[src/rtl/vpw_dec_pkg.sv]
// Shared types for the VPW symbol decoder: symbol codes and frame states.
package vpw_dec_pkg;
    typedef enum logic [2:0] {
        SYM_DATA    = 3'd0,
        SYM_SOF     = 3'd1,
        SYM_EOD     = 3'd2,
        SYM_EOF     = 3'd3,
        SYM_IFS     = 3'd4,
        SYM_BREAK   = 3'd5,
        SYM_INVALID = 3'd6
    } sym_code_e;

    typedef enum logic [1:0] {
        FR_IDLE  = 2'd0,   // waiting for start-of-frame
        FR_BODY  = 2'd1,   // inside frame, before end-of-data
        FR_TAIL  = 2'd2,   // after end-of-data, response bits allowed
        FR_ENDED = 2'd3    // end-of-frame given, separation pending
    } frame_st_e;
endpackage

[src/rtl/vpw_rx_sync.sv]
// Brings the asynchronous bus level into the clock domain and detects edges.
// Assumes: bus_in is level-stable for at least three clock cycles around an edge.
// Output lvl_active is the level that held up to this cycle; on an edge cycle it
// is still the level that just ended.
module vpw_rx_sync #(
    parameter logic ACTIVE_LVL = 1'b1
) (
    input  logic clk,
    input  logic rst_n,
    input  logic bus_in,
    output logic edge_det,
    output logic lvl_active
);
    logic meta_q, sync_q, lvl_q;

    // Two-stage synchronizer followed by a level register, all reset to passive.
    always_ff @(posedge clk) begin
        if (!rst_n) begin
            meta_q <= ~ACTIVE_LVL;
            sync_q <= ~ACTIVE_LVL;
            lvl_q  <= ~ACTIVE_LVL;
        end else begin
            meta_q <= bus_in;
            sync_q <= meta_q;
            lvl_q  <= sync_q;
        end
    end

    // Edge whenever the synchronized level differs from the held level.
    always_comb begin
        edge_det   = sync_q ^ lvl_q;
        lvl_active = (lvl_q == ACTIVE_LVL);
    end
endmodule

[src/rtl/vpw_us_timer.sv]
// Microsecond interval timer. A divider makes a one-microsecond step. On restart
// the count clears so that us_cnt equals the whole microseconds elapsed at the
// next restart. The step pulse marks the cycle in which us_cnt takes a new value.
// Assumes: CLK_PER_US >= 2. The count saturates at its maximum.
module vpw_us_timer #(
    parameter int CLK_PER_US = 200,
    parameter int CNT_W      = 9
) (
    input  logic             clk,
    input  logic             rst_n,
    input  logic             restart,
    output logic [CNT_W-1:0] us_cnt,
    output logic             step
);
    localparam int DIV_W = (CLK_PER_US > 1) ? $clog2(CLK_PER_US) : 1;
    localparam logic [DIV_W-1:0] DIV_LAST = DIV_W'(CLK_PER_US - 1);
    localparam logic [CNT_W-1:0] CNT_MAX  = {CNT_W{1'b1}};

    logic [DIV_W-1:0] div_q;

    // Divide the clock and count microseconds since the last restart.
    always_ff @(posedge clk) begin
        if (!rst_n) begin
            div_q  <= '0;
            us_cnt <= '0;
            step   <= 1'b0;
        end else if (restart) begin
            div_q  <= DIV_W'(1);
            us_cnt <= '0;
            step   <= 1'b0;
        end else if (div_q == DIV_LAST) begin
            div_q <= '0;
            step  <= (us_cnt != CNT_MAX);
            if (us_cnt != CNT_MAX)
                us_cnt <= us_cnt + 1'b1;
        end else begin
            div_q <= div_q + 1'b1;
            step  <= 1'b0;
        end
    end
endmodule

[src/rtl/vpw_symbol_fsm.sv]
// Classifies each timed level and tracks the frame state.
// Intervals are classified on the edge that ends them. Break and the passive
// tail symbols come from threshold crossings while the level is still running.
// long_done records that a break or end-of-data was already given for the
// current level, so that the edge that ends the level does not repeat it.
// Assumes: us_cnt restarts on every edge; step marks a fresh us_cnt value.
module vpw_symbol_fsm
    import vpw_dec_pkg::*;
#(
    parameter int CNT_W       = 9,
    parameter int T_NOISE     = 34,
    parameter int T_SHORT_MAX = 96,
    parameter int T_LONG_MAX  = 163,
    parameter int T_SOF_MAX   = 239,
    parameter int T_EOF       = 280,
    parameter int T_IFS       = 300
) (
    input  logic             clk,
    input  logic             rst_n,
    input  logic             edge_det,
    input  logic             lvl_active,
    input  logic [CNT_W-1:0] us_cnt,
    input  logic             step,
    output logic             sym_valid,
    output sym_code_e        sym_code,
    output logic             sym_bit,
    output frame_st_e        frame_state
);
    localparam logic [CNT_W-1:0] L_NOISE = CNT_W'(T_NOISE);
    localparam logic [CNT_W-1:0] L_SHORT = CNT_W'(T_SHORT_MAX);
    localparam logic [CNT_W-1:0] L_LONG  = CNT_W'(T_LONG_MAX);
    localparam logic [CNT_W-1:0] L_SOF   = CNT_W'(T_SOF_MAX);
    localparam logic [CNT_W-1:0] L_BRK   = CNT_W'(T_SOF_MAX + 1);
    localparam logic [CNT_W-1:0] L_EOD   = CNT_W'(T_LONG_MAX + 1);
    localparam logic [CNT_W-1:0] L_EOF   = CNT_W'(T_EOF);
    localparam logic [CNT_W-1:0] L_IFS   = CNT_W'(T_IFS);

    frame_st_e st_q, st_d;
    logic      done_q, done_d;
    logic      v_d, b_d, in_frame;
    sym_code_e c_d;

    // Next-state and symbol decision for edge-ended and threshold-crossed levels.
    always_comb begin
        st_d     = st_q;
        done_d   = done_q;
        v_d      = 1'b0;
        c_d      = SYM_DATA;
        b_d      = 1'b0;
        in_frame = (st_q == FR_BODY) || (st_q == FR_TAIL);
        if (edge_det) begin
            done_d = 1'b0;
            if (st_q == FR_ENDED)
                st_d = FR_IDLE;
            if (us_cnt < L_NOISE) begin
                v_d  = 1'b1;
                c_d  = SYM_INVALID;
                st_d = FR_IDLE;
            end else if (us_cnt <= L_SHORT) begin
                v_d = in_frame;
                b_d = in_frame && lvl_active;
            end else if (us_cnt <= L_LONG) begin
                v_d = in_frame;
                b_d = in_frame && !lvl_active;
            end else if (lvl_active) begin
                if (us_cnt <= L_SOF) begin
                    v_d  = 1'b1;
                    c_d  = SYM_SOF;
                    st_d = FR_BODY;
                end else if (!done_q) begin
                    v_d  = 1'b1;
                    c_d  = SYM_BREAK;
                    st_d = FR_IDLE;
                end
            end else if (in_frame && !done_q) begin
                v_d  = 1'b1;
                c_d  = SYM_EOD;
                st_d = FR_TAIL;
            end
        end else if (step) begin
            if (lvl_active) begin
                if (us_cnt == L_BRK) begin
                    v_d    = 1'b1;
                    c_d    = SYM_BREAK;
                    st_d   = FR_IDLE;
                    done_d = 1'b1;
                end
            end else if (us_cnt == L_EOD && in_frame) begin
                v_d    = 1'b1;
                c_d    = SYM_EOD;
                st_d   = FR_TAIL;
                done_d = 1'b1;
            end else if (us_cnt == L_EOF && st_q == FR_TAIL) begin
                v_d  = 1'b1;
                c_d  = SYM_EOF;
                st_d = FR_ENDED;
            end else if (us_cnt == L_IFS && st_q == FR_ENDED) begin
                v_d  = 1'b1;
                c_d  = SYM_IFS;
                st_d = FR_IDLE;
            end
        end
    end

    // Register frame state, per-level flag and the output strobe.
    always_ff @(posedge clk) begin
        if (!rst_n) begin
            st_q      <= FR_IDLE;
            done_q    <= 1'b0;
            sym_valid <= 1'b0;
            sym_code  <= SYM_DATA;
            sym_bit   <= 1'b0;
        end else begin
            st_q      <= st_d;
            done_q    <= done_d;
            sym_valid <= v_d;
            sym_code  <= c_d;
            sym_bit   <= b_d;
        end
    end

    assign frame_state = st_q;
endmodule

[src/rtl/vpw_symbol_decoder.sv]
// VPW bus symbol decoder top: synchronizer, microsecond timer and classifier.
// Assumes: CLK_PER_US >= 2 and the window limits increase in the order
// noise < short < long < start-of-frame < end-of-frame < separation.
module vpw_symbol_decoder
    import vpw_dec_pkg::*;
#(
    parameter int   CLK_PER_US  = 200,
    parameter logic ACTIVE_LVL  = 1'b1,
    parameter int   T_NOISE     = 34,
    parameter int   T_SHORT_MAX = 96,
    parameter int   T_LONG_MAX  = 163,
    parameter int   T_SOF_MAX   = 239,
    parameter int   T_EOF       = 280,
    parameter int   T_IFS       = 300
) (
    input  logic       clk,
    input  logic       rst_n,
    input  logic       bus_in,
    output logic       sym_valid,
    output logic [2:0] sym_code,
    output logic       sym_bit
);
    localparam int CNT_W = $clog2(T_IFS + 2);

    logic             edge_det, lvl_active, step;
    logic [CNT_W-1:0] us_cnt;
    sym_code_e        code_w;
    frame_st_e        frame_state;

    vpw_rx_sync #(.ACTIVE_LVL(ACTIVE_LVL)) u_sync (
        .clk(clk), .rst_n(rst_n), .bus_in(bus_in),
        .edge_det(edge_det), .lvl_active(lvl_active)
    );

    vpw_us_timer #(.CLK_PER_US(CLK_PER_US), .CNT_W(CNT_W)) u_timer (
        .clk(clk), .rst_n(rst_n), .restart(edge_det),
        .us_cnt(us_cnt), .step(step)
    );

    vpw_symbol_fsm #(
        .CNT_W(CNT_W), .T_NOISE(T_NOISE), .T_SHORT_MAX(T_SHORT_MAX),
        .T_LONG_MAX(T_LONG_MAX), .T_SOF_MAX(T_SOF_MAX),
        .T_EOF(T_EOF), .T_IFS(T_IFS)
    ) u_fsm (
        .clk(clk), .rst_n(rst_n), .edge_det(edge_det), .lvl_active(lvl_active),
        .us_cnt(us_cnt), .step(step), .sym_valid(sym_valid),
        .sym_code(code_w), .sym_bit(sym_bit), .frame_state(frame_state)
    );

    assign sym_code = code_w;
endmodule

[config.mk]
export PLATFORM = sky130hd
export DESIGN_NAME = vpw_symbol_decoder
export DESIGN_NICKNAME = d
export VERILOG_FILES = /design/src/rtl/vpw_dec_pkg.sv /design/src/rtl/vpw_rx_sync.sv /design/src/rtl/vpw_us_timer.sv /design/src/rtl/vpw_symbol_fsm.sv /design/src/rtl/vpw_symbol_decoder.sv
export SDC_FILE = /design/constraint.sdc
export NUM_CORES = 1
export LEC_CHECK = 0
export ABC_AREA = 1
export BUFFER_PORTS_ARGS = -buffer_cell sky130_fd_sc_hd__buf_2
export CAP_MARGIN = 20
export CORE_UTILIZATION = 57
export CTS_BUF_LIST = sky130_fd_sc_hd__clkbuf_8
export CTS_CLUSTER_DIAMETER = 120
export DETAILED_ROUTE_END_ITERATION = 7
export PLACE_DENSITY = 0.78
export SLEW_MARGIN = 15
export SYNTH_ARGS = -nofsm -noshare
export SYNTH_HDL_FRONTEND = slang
export SYNTH_HIERARCHICAL = 1
export SYNTH_SLANG_ARGS = --single-unit
[constraint.sdc]
create_clock -name clk -period 1.75 [get_ports clk]
set_clock_uncertainty 0.15 [all_clocks]
set_input_delay 0.2625 -clock clk [delete_from_list [all_inputs] [get_ports clk]]
set_output_delay 0.2625 -clock clk [all_outputs]
set_load 0.1 [all_outputs]
# [Yosys cells after proc, flatten, opt, wreduce, memory -nomap -nowiden]
# Index checks and enable logic that the tools add are counted.
[word_totals] register_bits=29 latchBits=0 ramBits=0 romBits=0 inputBits=3 out_inout_bits=5 wordCells=102 n_memories=0
[classes] n_addsub=2 mul=0 div_mod_pow=0 n_lt_le_gt_ge=4 n_eq_ne=11 n_shift=0 n_mux=50 bitwise_logic=4 reduce_logical=19
[ops] op="$mux W3" count=13
[ops] op="$mux W2" count=16
[ops] op="$mux W1" count=21
[ops] op="$eq A9 B8 Y1 const B" count=2
[ops] op="$eq A9 B9 Y1 const B" count=2
[ops] op="$le A9 B8 Y1 const B" count=2
[ops] op="$add A9 B1 Y9 const B" count=1
[ops] op="$le A9 B7 Y1 const B" count=1
[ops] op="$lt A9 B6 Y1 const B" count=1
[ops] op="$ne A9 B9 Y1 const B" count=1
[ops] op="$reduce_or A3 Y1" count=3
[ops] op="$add A8 B1 Y8 const B" count=1
[ops] op="$eq A8 B8 Y1 const B" count=1
[ops] op="$logic_and A1 B1 Y1" count=6
[ops] op="$reduce_and A3 Y1" count=2
[ops] op="$reduce_bool A5 Y1" count=1
[ops] op="$eq A2 B2 Y1 const B" count=2
[ops] op="$reduce_bool A2 Y1" count=2
[ops] op="$ne A3 B2 Y1 const B" count=1
[ops] op="$not A1 Y1" count=3
[ops] op="$eq A2 B1 Y1 const B" count=1
[ops] op="$logic_not A1 Y1" count=2
[ops] op="$ne A2 B1 Y1 const B" count=1
[ops] op="$reduce_and A2 Y1" count=1
[ops] op="3 further kinds" count=3

# [Depth between registers and ports, before layout]
[logic_depth] ltp_word=9 mapped_depth=12 ltp_nobuf=12

# [Hierarchy]
# Netlist, hierarchy kept.
[modules_own_cells] module="vpw_us_timer" instances=1 cells_each=124 area_each_um2=905.9 seq_area_each_um2=360.3
[modules_own_cells] module="vpw_symbol_fsm" instances=1 cells_each=160 area_each_um2=847.1 seq_area_each_um2=160.2
[modules_own_cells] module="vpw_rx_sync" instances=1 cells_each=14 area_each_um2=101.3 seq_area_each_um2=60.1

# [Least setup slack after synthesis]
# No wires, ideal clock.
[synth_timing] path_type="register -> register" start="register u_timer.us_cnt[1]" end="register u_timer.us_cnt[5]" arrival_ns=1.568 setup_slack_ns=-0.081 stages_incl_launch_ff=13 synth_period_minus_slack_ns=1.831 path_cell_list="dfxtp_1 -> ha_1 -> nand2_1 -> nor2_1 -> inv_1 -> nor2_1 -> ha_1 -> inv_1 -> nand3_2 -> buf_6 -> nor2_4 -> nor2_1 -> nor2_1"
[synth_between] elab_chain_cells=2 word_cells_on_any_way=3 cone_classes="add/sub: 1; eq/ne: 1; reduce/logical: 1"
[synth_rtl] element="from (decl)" line="vpw_us_timer.sv:12" text="output logic [CNT_W-1:0] us_cnt,"
[synth_rtl] element="from (signal assigned)" line="vpw_us_timer.sv:35" text="us_cnt <= us_cnt + 1'b1;"
[synth_rtl] element="branches (longest 2 deep; another with $add A9 B1 Y9)"
# Parallel ways; which one is timed is not known.
# A chain may end at the register's enable or synchronous reset.

# [Final worst setup path]
[layout_timing] start="register u_timer.us_cnt[1]" end="register u_timer.us_cnt[1]"
# The elaborated chain is that of the path after synthesis.

==> summary.md <==
| Metric | Value |
|---|---|
| Final setup fails | `0` |
| ANT cells | `0` |
| Antenna violations before repair | `0` |
| Max VDD drop | `a little under 1 mV` |
| P&R area growth vs syn | `25.9%` |
| Initial drt markers | `96` |
| Yosys top cell by area | `dfxtp_1` |
| DRT Pass-1 Iters | `4` |
| Die Span Y | `about 60 µm` |
| Largest net degree at the start of global routing | `11` |
| Max-cap viol count | `0` |
| Initial core utilization | `around 60%` |
| Max H-tree Level | `2` |
| Die width | `about 60 µm` |
| Fin. max-slew vios | `0` |
| Worst Hold Class | `input pin to flop` |
| Tmin final | `~1.7 ns` |
| Placeable Area | `0.00308 mm²` |
| IO Port Bufs | `7` |
| Routability cong. | `a little under 0.9` |
| CP Data Arrival Time | `approximately 1.8 ns` |
| Setup ws final | `0.0529 ns` |
| Total detailed-routing wirelength | `4480 µm` |
| Synth warnings | `6` |
| Startpoint Class | `flop` |
| Internal power | `about 1.3 mW` |
| DRC Markers | `0` |
| Seq/Total Area, Yosys | `31.3%` |
| R2R depth | `11` |
| IO Pins | `8` |
| Grt ovf | `0` |
| Tot GR Track Use | `a little over a quarter` |
| RSZ-0062 raised after global routing | `true` |
| Worst Setup SP | `u_timer/us_cnt[1]` |
| Final hold viol count | `0` |
| TritonCTS clock tree | `done` |
| Synthesized area | `0.00185 mm²` |
| DP HPWL | `roughly 3100 µm` |
| Sequential Power Share | `roughly two fifths` |
| DIE AREA | `around 0.0035 mm²` |
| Hold EP | `u_sync/meta_q` |
| Hold Path Origin | `bus_in` |
| Syn nets | `307` |
| Max-Slew Margin vs Limit | `around two thirds` |
| Sw Share | `around 22%` |
| Worst-margin pin slew | `0.487 ns` |
| CP Max Fanout | `7` |
| Synth top area share | `31.3%` |
| Comb pwr share | `approximately 7.6%` |
| Hold path depth | `3` |
| Row Count | `20` |
| Yosys cell types | `30` |
| Leak pwr | `1.10 nW` |
| Setup crit end kind | `flop` |
| WP data required | `~1.8 ns` |
| Critical path class | `flop to flop` |
| Commonest non-fill, non-tap cell in the layout | `nand2_1` |
| Clock Power Share | `between 50% and 60%` |
| Outcome | `completed` |
| DR vias | `1914` |
| Most frequent cells in the layout | `nand2_1 (86), nor2_1 (40), inv_1 (35)` |
| Reg2reg start | `u_timer/us_cnt[1]` |
| Post-layout net count | `~340` |
| Post-Syn Area per Cell | `roughly 6.2 µm²` |
| Register bit count reported by yosys | `29` |
| Hold WS | `0.0289 ns` |
| Cell Pwr Density | `just over 700 mW/mm²` |
| Reg-to-Reg End | `u_timer/us_cnt[1]` |
| Syn Inst Count | `298` |
| Clock Sink Count | `29` |
| Period utilization | `97.0%` |
| Global-route wire length before repair | `between 6000 and 7000 µm` |
| Placed instance area | `0.00206 mm²` |
| Vias per cell | `approximately 5` |
| Clock Tree Buf Depth | `2` |
| Post-DRT Antenna Nets | `0` |
| Share of layout cells above drive strength 1 | `26.7%` |
| Fill count | `approximately 240` |
| Setup TNS | `0 ns` |
| Synth top area cells | `dfxtp_1 (31%), nand2_1 (18%), nor2_1 (9.1%)` |
| NetSw | `0.367 mW` |
| Total power | `roughly 1.6 mW` |
| Finished Cell Area | `between 0.002 and 0.0025 mm²` |
| CTS Hold Bufs | `0` |
| R2R Setup Slk | `approximately 0.053 ns` |
| F_max | `~590 MHz` |
| Worst skew pair latency | `slightly below 0.3 ns` |
| Wire per inst | `approximately 12 µm` |
| Vias in the first global route | `approximately 1.6k` |
| Dpl ws | `-0.00713 ns` |
| Clock root cell | `clkbuf_8` |
| Worst-path clk slew | `about 0.070 ns` |
| CTS buffer count | `5` |
synthesized netlist by cell type, drive strengths merged:
cell type / instances
nand2: 95
nor2: 53
inv: 46
dfxtp: 29
nand3: 26
a21oi: 13
ha: 6
o21ai: 6
nand4: 5
nor3: 4
xor2: 3
buf: 2
xnor2: 2
a31oi: 1
and2: 1
clkbuf: 1
nand3b: 1
nor3b: 1
o211ai: 1
o21a: 1
o22ai: 1
layer usage:
| layer | GRT usage, % | vias up | wire length (µm) |
|---|---|---|---|
| met2 | 45.8 | 62 | 2260 |
| met5 | 0 | - | 0 |
| li1 | - | 989 | - |
| met4 | 15.0 | 0 | 109 |
| met1 | 30.4 | 848 | 1860 |
| met3 | 6.11 | 15 | 249 |
how the worst max path moves through the flow:
stage	to	slack, ns	depth (start not counted)
2_1_floorplan	u_timer/us_cnt[5]	0.03	11
3_3_place_gp	u_fsm/frame_state[0]	0.07	12
3_5_place_dp	u_fsm/frame_state[1]	-0.007	12
4_1_cts	u_timer/us_cnt[1]	0.002	11
5_1_grt	u_fsm/frame_state[0]	-0.06	11
6_report	u_timer/us_cnt[1]	0.05	11
through the flow:
step	util, %	cells
after global placement	67.1	361
after detailed placement	67.1	361
final	75.9	373
after floorplan	-	298
after CTS	72.0	369
after global routing	75.9	373
power groups by stage:
stage	combinational (mW)	clock (mW)	sequential, mW
3_3_place_gp	0.106	0	0.697
5_1_grt	0.138	0.886	0.684
2_1_floorplan	0.0635	0	0.715
3_5_place_dp	0.108	0	0.697
6_report	0.125	0.840	0.683
4_1_cts	0.112	0.855	0.683
registers in the layout, indices dropped and copies added (netlist names):
signal             flops
u_sync/lvl_active      1
u_timer/us_cnt         9
u_fsm/sym_bit          1
u_sync/sync_q          1
u_fsm/frame_state      2
u_fsm/done_q           1
u_sync/meta_q          1
u_timer/div_q          8
u_fsm/sym_code         3
u_fsm/sym_valid        1
u_timer/step           1
what timing repair did:
action	CTS	global route
setup buffers	0	4
endpoints found under the setup margin	8	12
resized for setup	3	32
pin swaps	1	14
final cells by class:
| type | instances | area, µm² | share of cell area (%) |
|---|---|---|---|
| clock buffers | 5 | 68.8 | 2.95 |
| clock inverters | 3 | 65.1 | 2.79 |
| inverters | 46 | 173 | 7.40 |
| multi-input cells | 220 | 1180 | 50.6 |
| flip-flops and latches | 29 | 593 | 25.4 |
| well taps | 44 | 55.1 | 2.36 |
| repair buffers | 26 | 198 | 8.47 |
critical path, cell delays in order (launching register included):
cell,delay (ns)
dfxtp_2,0.35
ha_4,0.15
nand2_4,0.05
nor2_4,0.12
inv_2,0.05
nor2_2,0.11
ha_2,0.19
inv_2,0.05
nand3_4,0.08
buf_6,0.13
nand2_1,0.05
a21oi_1,0.14
cell families after synthesis:
kind of cell | Yosys count | share of synthesized area [%]
AND/OR/NAND/NOR | 186 | 45.1
buffers and inverters | 49 | 10.4
flip-flops | 29 | 31.3
AO/OA/AOI/OAI | 23 | 6.82
adder cells (fa/ha/maj) | 6 | 4.05
XOR/XNOR | 5 | 2.36
Note: power is estimated with default switching activity, not from simulation.
